## config.mk

```make
export PLATFORM = sky130hd
export DESIGN_NAME = sram_burst_seq
export DESIGN_NICKNAME = d
export VERILOG_FILES = /design/src/rtl/sram_burst_seq.sv
export SDC_FILE = /design/constraint.sdc
export NUM_CORES = 1
export LEC_CHECK = 0
export BUFFER_PORTS_ARGS = -buffer_cell sky130_fd_sc_hd__buf_2
export CELL_PAD_IN_SITES_DETAIL_PLACEMENT = 0
export CELL_PAD_IN_SITES_GLOBAL_PLACEMENT = 1
export CORE_UTILIZATION = 36
export CTS_BUF_LIST = sky130_fd_sc_hd__clkbuf_8
export DETAILED_ROUTE_END_ITERATION = 10
export GPL_TIMING_DRIVEN = 0
export HOLD_SLACK_MARGIN = 0.1
export PLACE_DENSITY = 0.81
export SLEW_MARGIN = 40
export SYNTH_ARGS = -nofsm -noshare
export SYNTH_HDL_FRONTEND = slang
export SYNTH_SLANG_ARGS = --single-unit
```

## constraint.sdc

```tcl
create_clock -name clk -period 2.19 [get_ports clk]
set_input_delay 0.1095 -clock clk [delete_from_list [all_inputs] [get_ports clk]]
set_output_delay 0.1095 -clock clk [all_outputs]
set_load 0.01 [all_outputs]
```

## src/rtl/sram_burst_seq.sv

```systemverilog
module sram_burst_seq #(
  parameter int AW    = 16,
  parameter int BEATS = 4
) (
  input  logic          clk,
  input  logic          rst,
  input  logic          req,
  input  logic          wr,
  input  logic          mode_wrap,
  input  logic [AW-1:0] addr_in,
  output logic [AW-1:0] sram_addr,
  output logic          sram_ce,
  output logic          sram_we,
  output logic          beat_valid,
  output logic          busy,
  output logic          done
);
  localparam int WB = $clog2(BEATS);
  localparam logic [WB-1:0] LAST = WB'(BEATS - 1);

  typedef enum logic [1:0] {IDLE, LEAD, RUN} st_t;
  st_t st;

  logic [AW-WB-1:0] line_q;
  logic [WB-1:0]    start_q, cnt_q;
  logic [WB-1:0]    cnt_nx, word_nx, start_in;

  assign start_in = mode_wrap ? addr_in[WB-1:0] : '0;
  assign cnt_nx   = cnt_q + 1'b1;
  assign word_nx  = start_q + cnt_nx;

  always_ff @(posedge clk) begin
    if (rst) begin
      st         <= IDLE;
      line_q     <= '0;
      start_q    <= '0;
      cnt_q      <= '0;
      sram_addr  <= '0;
      sram_ce    <= 1'b0;
      sram_we    <= 1'b0;
      beat_valid <= 1'b0;
      busy       <= 1'b0;
      done       <= 1'b0;
    end else begin
      case (st)
        IDLE: begin
          beat_valid <= 1'b0;
          done       <= 1'b0;
          if (req) begin
            line_q    <= addr_in[AW-1:WB];
            start_q   <= start_in;
            cnt_q     <= '0;
            sram_addr <= {addr_in[AW-1:WB], start_in};
            sram_ce   <= 1'b1;
            sram_we   <= wr;
            busy      <= 1'b1;
            st        <= LEAD;
          end else begin
            sram_ce <= 1'b0;
            sram_we <= 1'b0;
            busy    <= 1'b0;
          end
        end
        LEAD: begin
          beat_valid <= 1'b1;
          done       <= (cnt_q == LAST);
          st         <= RUN;
        end
        RUN: begin
          if (cnt_q == LAST) begin
            beat_valid <= 1'b0;
            done       <= 1'b0;
            sram_ce    <= 1'b0;
            sram_we    <= 1'b0;
            busy       <= 1'b0;
            st         <= IDLE;
          end else begin
            cnt_q      <= cnt_nx;
            sram_addr  <= {line_q, word_nx};
            beat_valid <= 1'b1;
            done       <= (cnt_nx == LAST);
          end
        end
        default: st <= IDLE;
      endcase
    end
  end
endmodule

```

Yosys cells after proc, flatten, opt, wreduce, memory -nomap -nowiden
Cells that the tools add are included.
{"block": "classes", "add_sub_neg": 2, "eq_ne": 7, "mux": 19, "reduce_logical": 7}
{"operator": "$mux 16", "n": 2}
{"operator": "$pmux 16 s2", "n": 1}
{"operator": "$mux 2", "n": 5}
{"operator": "$eq 2x2->1 const B", "n": 3}
{"operator": "$ne 2x2->1 const B", "n": 3}
{"operator": "$pmux 1 s3", "n": 2}
{"operator": "$pmux 2 s3", "n": 1}
{"operator": "$reduce_and 2->1", "n": 3}
{"operator": "$mux 1", "n": 5}
{"operator": "$pmux 1 s2", "n": 2}
{"operator": "$pmux 2 s2", "n": 1}
{"operator": "$reduce_and 3->1", "n": 1}
{"operator": "$reduce_bool 3->1", "n": 1}
{"operator": "$add 2x1->2 const B", "n": 1}
{"operator": "$add 2x2->2", "n": 1}
{"operator": "$eq 2x1->1 const B", "n": 1}
{"operator": "$logic_not 2->1", "n": 1}
{"operator": "$reduce_bool 2->1", "n": 1}
{"block": "totals", "reg_bits": 40, "in_bits": 21, "output_inout_bits": 21, "word_cells": 44}

Depth between registers and ports, before layout
Gate-level depths: netlist of the first run.
{"block": "logic_depth", "depth_word": 4, "depth_mapped": 8, "ltp_nobuf": 5}

Worst setup path after synthesis of the first run
OpenSTA, ideal clock, no wires.
{"block": "synth_timing", "path_type": "flip-flop to flip-flop", "startpoint": "register st[0]", "endpoint": "register sram_addr[10]", "setup_ns": 0.140, "arrival_ns": 1.495, "slack_ns": 0.555, "stages_incl_launch_ff": 9, "period_less_slack_ns": 1.635, "path_cell_list": "dfxtp_1 inv_1 ha_1 buf_2 or2_1 buf_2 buf_6 a31oi_1 a211oi_2"}
{"block": "synth_between", "elab_chain_len": 3}
{"element": "start: declaration", "line": "22", "rtl": "st_t st;"}
{"element": "start signal: assignment", "line": "34", "rtl": "st <= IDLE;"}
{"element": "start signal: assignment", "line": "57", "rtl": "st <= LEAD;"}
{"element": "start signal: assignment", "line": "67", "rtl": "st <= RUN;"}
{"element": "$eq 2x2->1 / $logic_not 2->1 (equally long branches)", "line": "45", "rtl": "case (st)"}
{"element": "$ne 2x2->1 (no line) / $reduce_bool 2->1 (equally long branches)"}
{"element": "$reduce_and 3->1 (no line)"}
{"element": "end signal: assignment", "line": "53", "rtl": "sram_addr <= {addr_in[AW-1:WB], start_in};"}
{"element": "end signal: assignment", "line": "79", "rtl": "sram_addr <= {line_q, word_nx};"}
{"element": "end: declaration", "line": "11", "rtl": "output logic [AW-1:0] sram_addr,"}
Parallel ways exist; a longest one is shown, timed or not.
A chain may end at the register's enable or synchronous reset.

Final worst setup path of the first run
{"block": "layout_timing", "startpoint": "register st[0]", "endpoint": "register start_q[0]"}
{"block": "layout_between", "elab_chain_len": 2}
{"element": "$logic_not 2->1", "line": "45"}
{"element": "$reduce_and 2->1 (no line)"}
{"element": "end signal: assignment", "line": "51", "rtl": "start_q <= start_in;"}
{"element": "end: declaration", "line": "25", "rtl": "logic [WB-1:0] start_q, cnt_q;"}
No other way between the ends.

==> results of run 1 <==
area by class of cell:
| type | instances | area, sq um | area share [%] |
|---|---|---|---|
| plain buffers | 17 | 98.8 | 3.93 |
| clock buffers | 5 | 68.8 | 2.74 |
| clock inverters | 3 | 38.8 | 1.54 |
| inverters | 4 | 15.0 | 0.598 |
| multi-input cells | 149 | 1030 | 40.9 |
| flip-flops and latches | 40 | 801 | 31.9 |
| well taps | 70 | 87.6 | 3.49 |
| repair buffers | 58 | 375 | 14.9 |
layer usage:
metal / wire (microns) / share of wire [%] / track usage, % / up-vias
met4: 34 / 0.73 / 3.70 / 0
met5: 0 / 0 / 0 / -
met3: 169 / 3.6 / 4.89 / 4
met2: 2140 / 46 / 29.3 / 32
met1: 2320 / 50 / 23.8 / 786
li1: - / - / - / 880
cells in the mapped netlist (2+ instances only):
library cell / n / area share [%]
buf_4: 2 / 0.77
a211oi_2: 9 / 5.8
mux2i_1: 15 / 7.7
nand2b_1: 3 / 0.97
a211oi_1: 5 / 1.9
a21oi_1: 23 / 5.9
nor2b_1: 2 / 0.64
and2_1: 2 / 0.64
ha_1: 10 / 6.4
nand3_1: 5 / 1.3
o31ai_1: 2 / 0.77
nor2_1: 2 / 0.39
o21ai_0: 2 / 0.52
inv_1: 4 / 0.77
xnor2_1: 2 / 0.90
a31oi_1: 15 / 4.8
dfxtp_1: 40 / 41
nand4_1: 3 / 0.97
nand2_1: 36 / 7.0
clkbuf_1: 2 / 0.39
buf_6: 2 / 1.2
buf_2: 10 / 2.6
power by group through the flow:
stage | combinational (uW) | sequential [uW] | clock (uW)
after floorplan | 574 | 991 | 0
after global placement | 854 | 960 | 0
after detailed placement | 868 | 960 | 0
after CTS | 896 | 945 | 610
after global routing | 988 | 958 | 644
final | 887 | 944 | 599
worst max-delay path, stage by stage, from the launching register on:
cell,delay [ns]
dfxtp_1,0.44
inv_1,0.13
ha_1,0.30
and2_1,0.17
buf_2,0.16
nand3_1,0.08
dlygate4sd3_1,0.54
a21oi_1,0.06
flip-flops by register name, indices dropped and copies added (netlist names):
register,flops
sram_addr,16
cnt_q,2
sram_we,1
done,1
line_q,14
busy,1
start_q,2
st,2
beat_valid,1
worst paths after layout:
| check | end | startpoint | depth (start not counted) |
|---|---|---|---|
| worst min register to register | beat_valid$_SDFFE_PP0P_ | beat_valid$_SDFFE_PP0P_ | 2 |
| worst max-delay path | start_q[0]$_SDFFE_PP0P_ | st[0]$_SDFFE_PP0P_ | 7 |
| worst min-delay path | sram_addr[0]$_SDFFE_PP0P_ | addr_in[0] | 3 |
| worst max register to register | start_q[0]$_SDFFE_PP0P_ | st[0]$_SDFFE_PP0P_ | 7 |
repair_timing:
item                                   4_1_cts  5_1_grt
setup buffers                                0        0
hold buffers                                17        0
endpoints found under the hold margin       16        0
kinds of logic (layout without fill, tap and decap cells):
| kind of cell | Yosys count | count (layout) |
|---|---|---|
| AO/OA/AOI/OAI | 61 | 61 |
| flip-flops | 40 | 40 |
| multiplexers | 15 | 15 |
| AND/OR/NAND/NOR | 61 | 61 |
| adder cells (fa/ha/maj) | 10 | 10 |
| XOR/XNOR | 2 | 2 |
| buffers and inverters | 21 | 87 |
per-stage QoR:
stage	util [%]	setup slack (ns)	hold WS [ns]	instance area, sq um
after floorplan	-	0.555	0.245	1940
after detailed placement	43.5	0.301	0.369	2230
after global routing	48.9	0.0487	0.149	2510
final	48.9	0.183	0.141	2510
after global placement	43.5	0.327	0.361	2230
after CTS	48.9	0.209	0.137	2510
==> results.json, run 1 <==
{
  "outcome": "completed",
  "setup_violations": 0,
  "row_count": 26,
  "fin_total_pwr_uw": 2430,
  "start_kind": "flop",
  "power_frac_comb_pct": 36.5,
  "hold_violations": 0,
  "mostFrequentLayoutCells": "51 x buf_2, 40 x dfxtp_1, 36 x nand2_1",
  "clk_pin_slew_ns": 0.08,
  "synthCells": 210,
  "muxShareOfSynthArea_pct": 7.73,
  "rsz0062_at_grt": "false",
  "slew_viol_final": 0,
  "root_buffer": "clkbuf_8",
  "cts_sinks": 40,
  "setup_tns_ns": 0,
  "synthDistinctLibCells": 36,
  "synthAdderAreaFrac_pct": 6.44,
  "vias": 1702,
  "final_layout_size_suffix_gt1_share_pct": 27.2,
  "worstSetupPathType": "flop to flop",
  "cp-end-kind": "flop",
  "hp-class": "primary input to flop",
  "totalWireLength_mm": 4.67,
  "required_ns": 2.34,
  "cp_max_fo": 7,
  "io_buffers": 41,
  "r2r_slack_ns": 0.18,
  "dp.cells": 321,
  "pwr-share-seq_pct": 38.8,
  "ant_nets": 0,
  "intPower_uw": 1580,
  "fin_nets": 306,
  "grt_max_degree": 13,
  "ir_drop_mv": 0.473,
  "p_sw_uw": 846,
  "synth_ff_type": "dfxtp_1",
  "clock_latency_ns": 0.29,
  "leakage_uw": 0.00101,
  "syn_avg_cell_area_sq_um": 9.25,
  "avgViaCountPerCell": 4.92,
  "clockBufferDepth": 2,
  "dp_hpwl_mm": 3.22,
  "drt-wirelength-per-cell_microns": 13.5,
  "worst_slew_pin_slew_ns": 0.697,
  "p_clk_share_pct": 24.7,
  "fmax_ghz": 0.498,
  "fillCellCount": 542,
  "route.detailed.drc": 0,
  "synth_top_family_by_area": "compound AO/OA/AOI/OAI gates",
  "synth_async_sr_flop_share_pct": 0,
  "powerDensity_nw_per_um2": 967,
  "layout_commonest_cell": "buf_2",
  "instances_no_fill": 346,
  "core_area_sq_um": 5140,
  "io_pins": 42,
  "die_w_microns": 75.4,
  "synth-seq-cells": 40,
  "gp_congestion": 0.760,
  "grt_pass1_wl_mm": 7.53,
  "cts_resized": 0,
  "cap_violations": 0,
  "slew_headroom_pct": 53.5,
  "drt-initial-drc-count": 47,
  "fin_crit_ns": 2.01,
  "ys_seq_area_share_pct": 41.2,
  "switching_share_pct": 34.8,
  "htreeDepth": 2,
  "synth_xor_area_share_pct": 0.902,
  "num_antenna_cells": 0,
  "die-area_sq_um": 5690,
  "synth_area_sq_um": 1940,
  "timing.final.crit_share_pct": 91.6,
  "critPathArrivalTime_ns": 2.16,
  "die_h_microns": 75.4,
  "initial_core_util_pct": 37.8,
  "grt_pass1_vias": 1582,
  "synth_compound_area_share_pct": 22.3,
  "ys_warn_count": 0,
  "synth-edff-count": 0,
  "grt_usage_pct": 17.9,
  "area_growth_pct": 29.4,
  "synth_simple_gate_area_share_pct": 15.5,
  "drt_pass1_iterations": 4,
  "overflow": 0,
  "cts_tree": "done",
  "synth_nets": 241,
  "grt_antenna_before_repair": 0,
  "cts_buffers": 5,
  "fin_skew_ns": 0.00746
}
Note: power is estimated with default switching activity, not from simulation.
==> run 2: changes to the inputs <==
--- a/config.mk
+++ b/config.mk
@@ -5,15 +5,16 @@
 export SDC_FILE = /design/constraint.sdc
 export NUM_CORES = 1
 export LEC_CHECK = 0
-export BUFFER_PORTS_ARGS = -buffer_cell sky130_fd_sc_hd__buf_2
+export CAP_MARGIN = 20
 export CELL_PAD_IN_SITES_DETAIL_PLACEMENT = 0
 export CELL_PAD_IN_SITES_GLOBAL_PLACEMENT = 1
 export CORE_UTILIZATION = 36
 export CTS_BUF_LIST = sky130_fd_sc_hd__clkbuf_8
 export DETAILED_ROUTE_END_ITERATION = 10
+export DONT_BUFFER_PORTS = 1
 export GPL_TIMING_DRIVEN = 0
 export HOLD_SLACK_MARGIN = 0.1
-export PLACE_DENSITY = 0.81
+export PLACE_DENSITY = 0.73
 export SLEW_MARGIN = 40
 export SYNTH_ARGS = -nofsm -noshare
 export SYNTH_HDL_FRONTEND = slang
==> results.json, run 2 (synthesis gave the netlist of run 1 again) <==
{
  "dp_hpwl_mm": 3.18,
  "hp-class": "primary input to flop",
  "die_h_microns": 75.4,
  "cts_sinks": 40,
  "critPathArrivalTime_ns": 2.14,
  "clockBufferDepth": 2,
  "worstSetupPathType": "flop to flop",
  "ant_nets": 0,
  "drt-initial-drc-count": 62,
  "row_count": 26,
  "die_w_microns": 75.4,
  "crit_chain": "inv_1 > ha_1 > and2_1 > buf_2 > nand3_1 > dlygate4sd3_1 > a21oi_1",
  "fin_crit_ns": 1.98,
  "dp.cells": 280,
  "core_area_sq_um": 5140,
  "area_growth_pct": 20.2,
  "vias": 1608,
  "met3_usage_pct": 6.75,
  "pwr-share-seq_pct": 44.1,
  "slowest_stage": "dlygate4sd3_1",
  "leakage_uw": 0.000835,
  "cts_resized": 0,
  "slew_headroom_pct": 56.7,
  "instances_no_fill": 309,
  "htreeDepth": 2,
  "route.detailed.drc": 0,
  "cp_max_fo": 7,
  "slowest_delay_ns": 0.54,
  "grt_pass1_vias": 1374,
  "timing.final.crit_share_pct": 90.2,
  "setup_tns_ns": 0,
  "layout_commonest_cell": "dfxtp_1",
  "grt_pass1_wl_mm": 7.03,
  "regMostFlops": "sram_addr",
  "fmax_ghz": 0.506,
  "p_clk_share_pct": 23.2,
  "avgViaCountPerCell": 5.20,
  "cts_buffers": 5,
  "die-area_sq_um": 5690,
  "cap_violations": 0,
  "cp-end-kind": "flop",
  "overflow": 0,
  "io_pins": 42,
  "setup_violations": 0,
  "gp_congestion": 0.745,
  "hold-worst-slack_ns": 0.133,
  "grt_usage_pct": 16.9,
  "slew_viol_final": 0,
  "drt-wirelength-per-cell_microns": 15.3,
  "clk_pin_slew_ns": 0.08,
  "largest_reg_flops": 16,
  "mostFrequentLayoutCells": "40 x dfxtp_1, 36 x nand2_1, 23 x a21oi_1",
  "hold_violations": 0,
  "p_sw_uw": 839,
  "num_antenna_cells": 0,
  "powerDensity_nw_per_um2": 973,
  "utilization_pct": 45.4,
  "power_frac_comb_pct": 32.7,
  "crit_buf_inv": 3,
  "fin_skew_ns": 0.00576,
  "fin_nets": 269,
  "cts_tree": "done",
  "worst_slew_pin_slew_ns": 0.650,
  "largest_registers": "sram_addr x16, line_q x14",
  "critPathTopFamily": "buffers and inverters",
  "totalWireLength_mm": 4.74,
  "root_buffer": "clkbuf_8",
  "rsz0062_at_grt": "false",
  "drt_pass1_iterations": 4,
  "initial_core_util_pct": 37.8,
  "start_kind": "flop",
  "outcome": "completed",
  "grt.met1_usage_pct": 22.6,
  "switching_share_pct": 36.9,
  "final_layout_size_suffix_gt1_share_pct": 14.2,
  "ir_drop_mv": 0.548,
  "grt_antenna_before_repair": 0,
  "grt.met2_usage_pct": 25.4,
  "required_ns": 2.35,
  "clock_latency_ns": 0.30,
  "intPower_uw": 1430,
  "top_usage_layer": "met2",
  "io_buffers": 0,
  "grt_max_degree": 13
}
run 2: through the flow:
| stage | cell area, sq um | setup WS, ns | total power [uW] |
|---|---|---|---|
| final | 2330 | 0.215 | 2270 |
| after global routing | 2330 | 0.0440 | 2390 |
| after CTS | 2330 | 0.222 | 2280 |
| after detailed placement | 2030 | 0.311 | 1730 |
| after global placement | 2030 | 0.297 | 1720 |
| after floorplan | 1940 | 0.555 | 1560 |
run 2: final timing paths:
path	from	to	slack, ns	cells after the start
worst min register to register	line_q[3]$_SDFFE_PP0P_	line_q[3]$_SDFFE_PP0P_	0.46	2
worst max register to register	st[0]$_SDFFE_PP0P_	start_q[0]$_SDFFE_PP0P_	0.21	7
worst max-delay path	st[0]$_SDFFE_PP0P_	start_q[0]$_SDFFE_PP0P_	0.21	7
worst min-delay path	rst	sram_addr[15]$_SDFFE_PP0P_	0.13	2
run 2: worst register-to-register path: cells and delay by family, from the launching register on:
kind                     cells  cell delay (ns)
AND/OR/NAND/NOR              2             0.25
flip-flops                   1             0.41
buffers and inverters        3             0.82
adder cells (fa/ha/maj)      1             0.29
AO/OA/AOI/OAI                1             0.06
run 2: what timing repair did:
action | in CTS | in global routing
hold buffers | 21 | 0
buffers inserted | 0 | 0
endpoints found under the hold margin | 33 | 0
endpoints found under the setup margin | 0 | 0
run 2: final cells by class:
class	count	area (sq um)
Sequential cell	40	801
Fill cell	556	2810
Clock buffer	6	82.6
Multi-Input combinational cell	149	1030
Tap cell	70	87.6
Buffer	17	98.8
Timing Repair Buffer	21	210
Clock inverter	2	11.3
Inverter	4	15.0
run 2: power groups by stage:
stage	clock [uW]	combinational, uW	sequential (uW)
floorplan	0	574	991
global placement	0	703	1020
detailed placement	0	710	1020
CTS	533	746	1010
global route	558	812	1020
finish	527	743	1000
run 2: metal layers:
layer,up-vias,wire length [microns],share of wire (%)
met2,32,2080,44
met1,753,2350,50
met3,6,264,5.6
met5,-,0,0
met4,0,48,1.0
li1,817,-,-
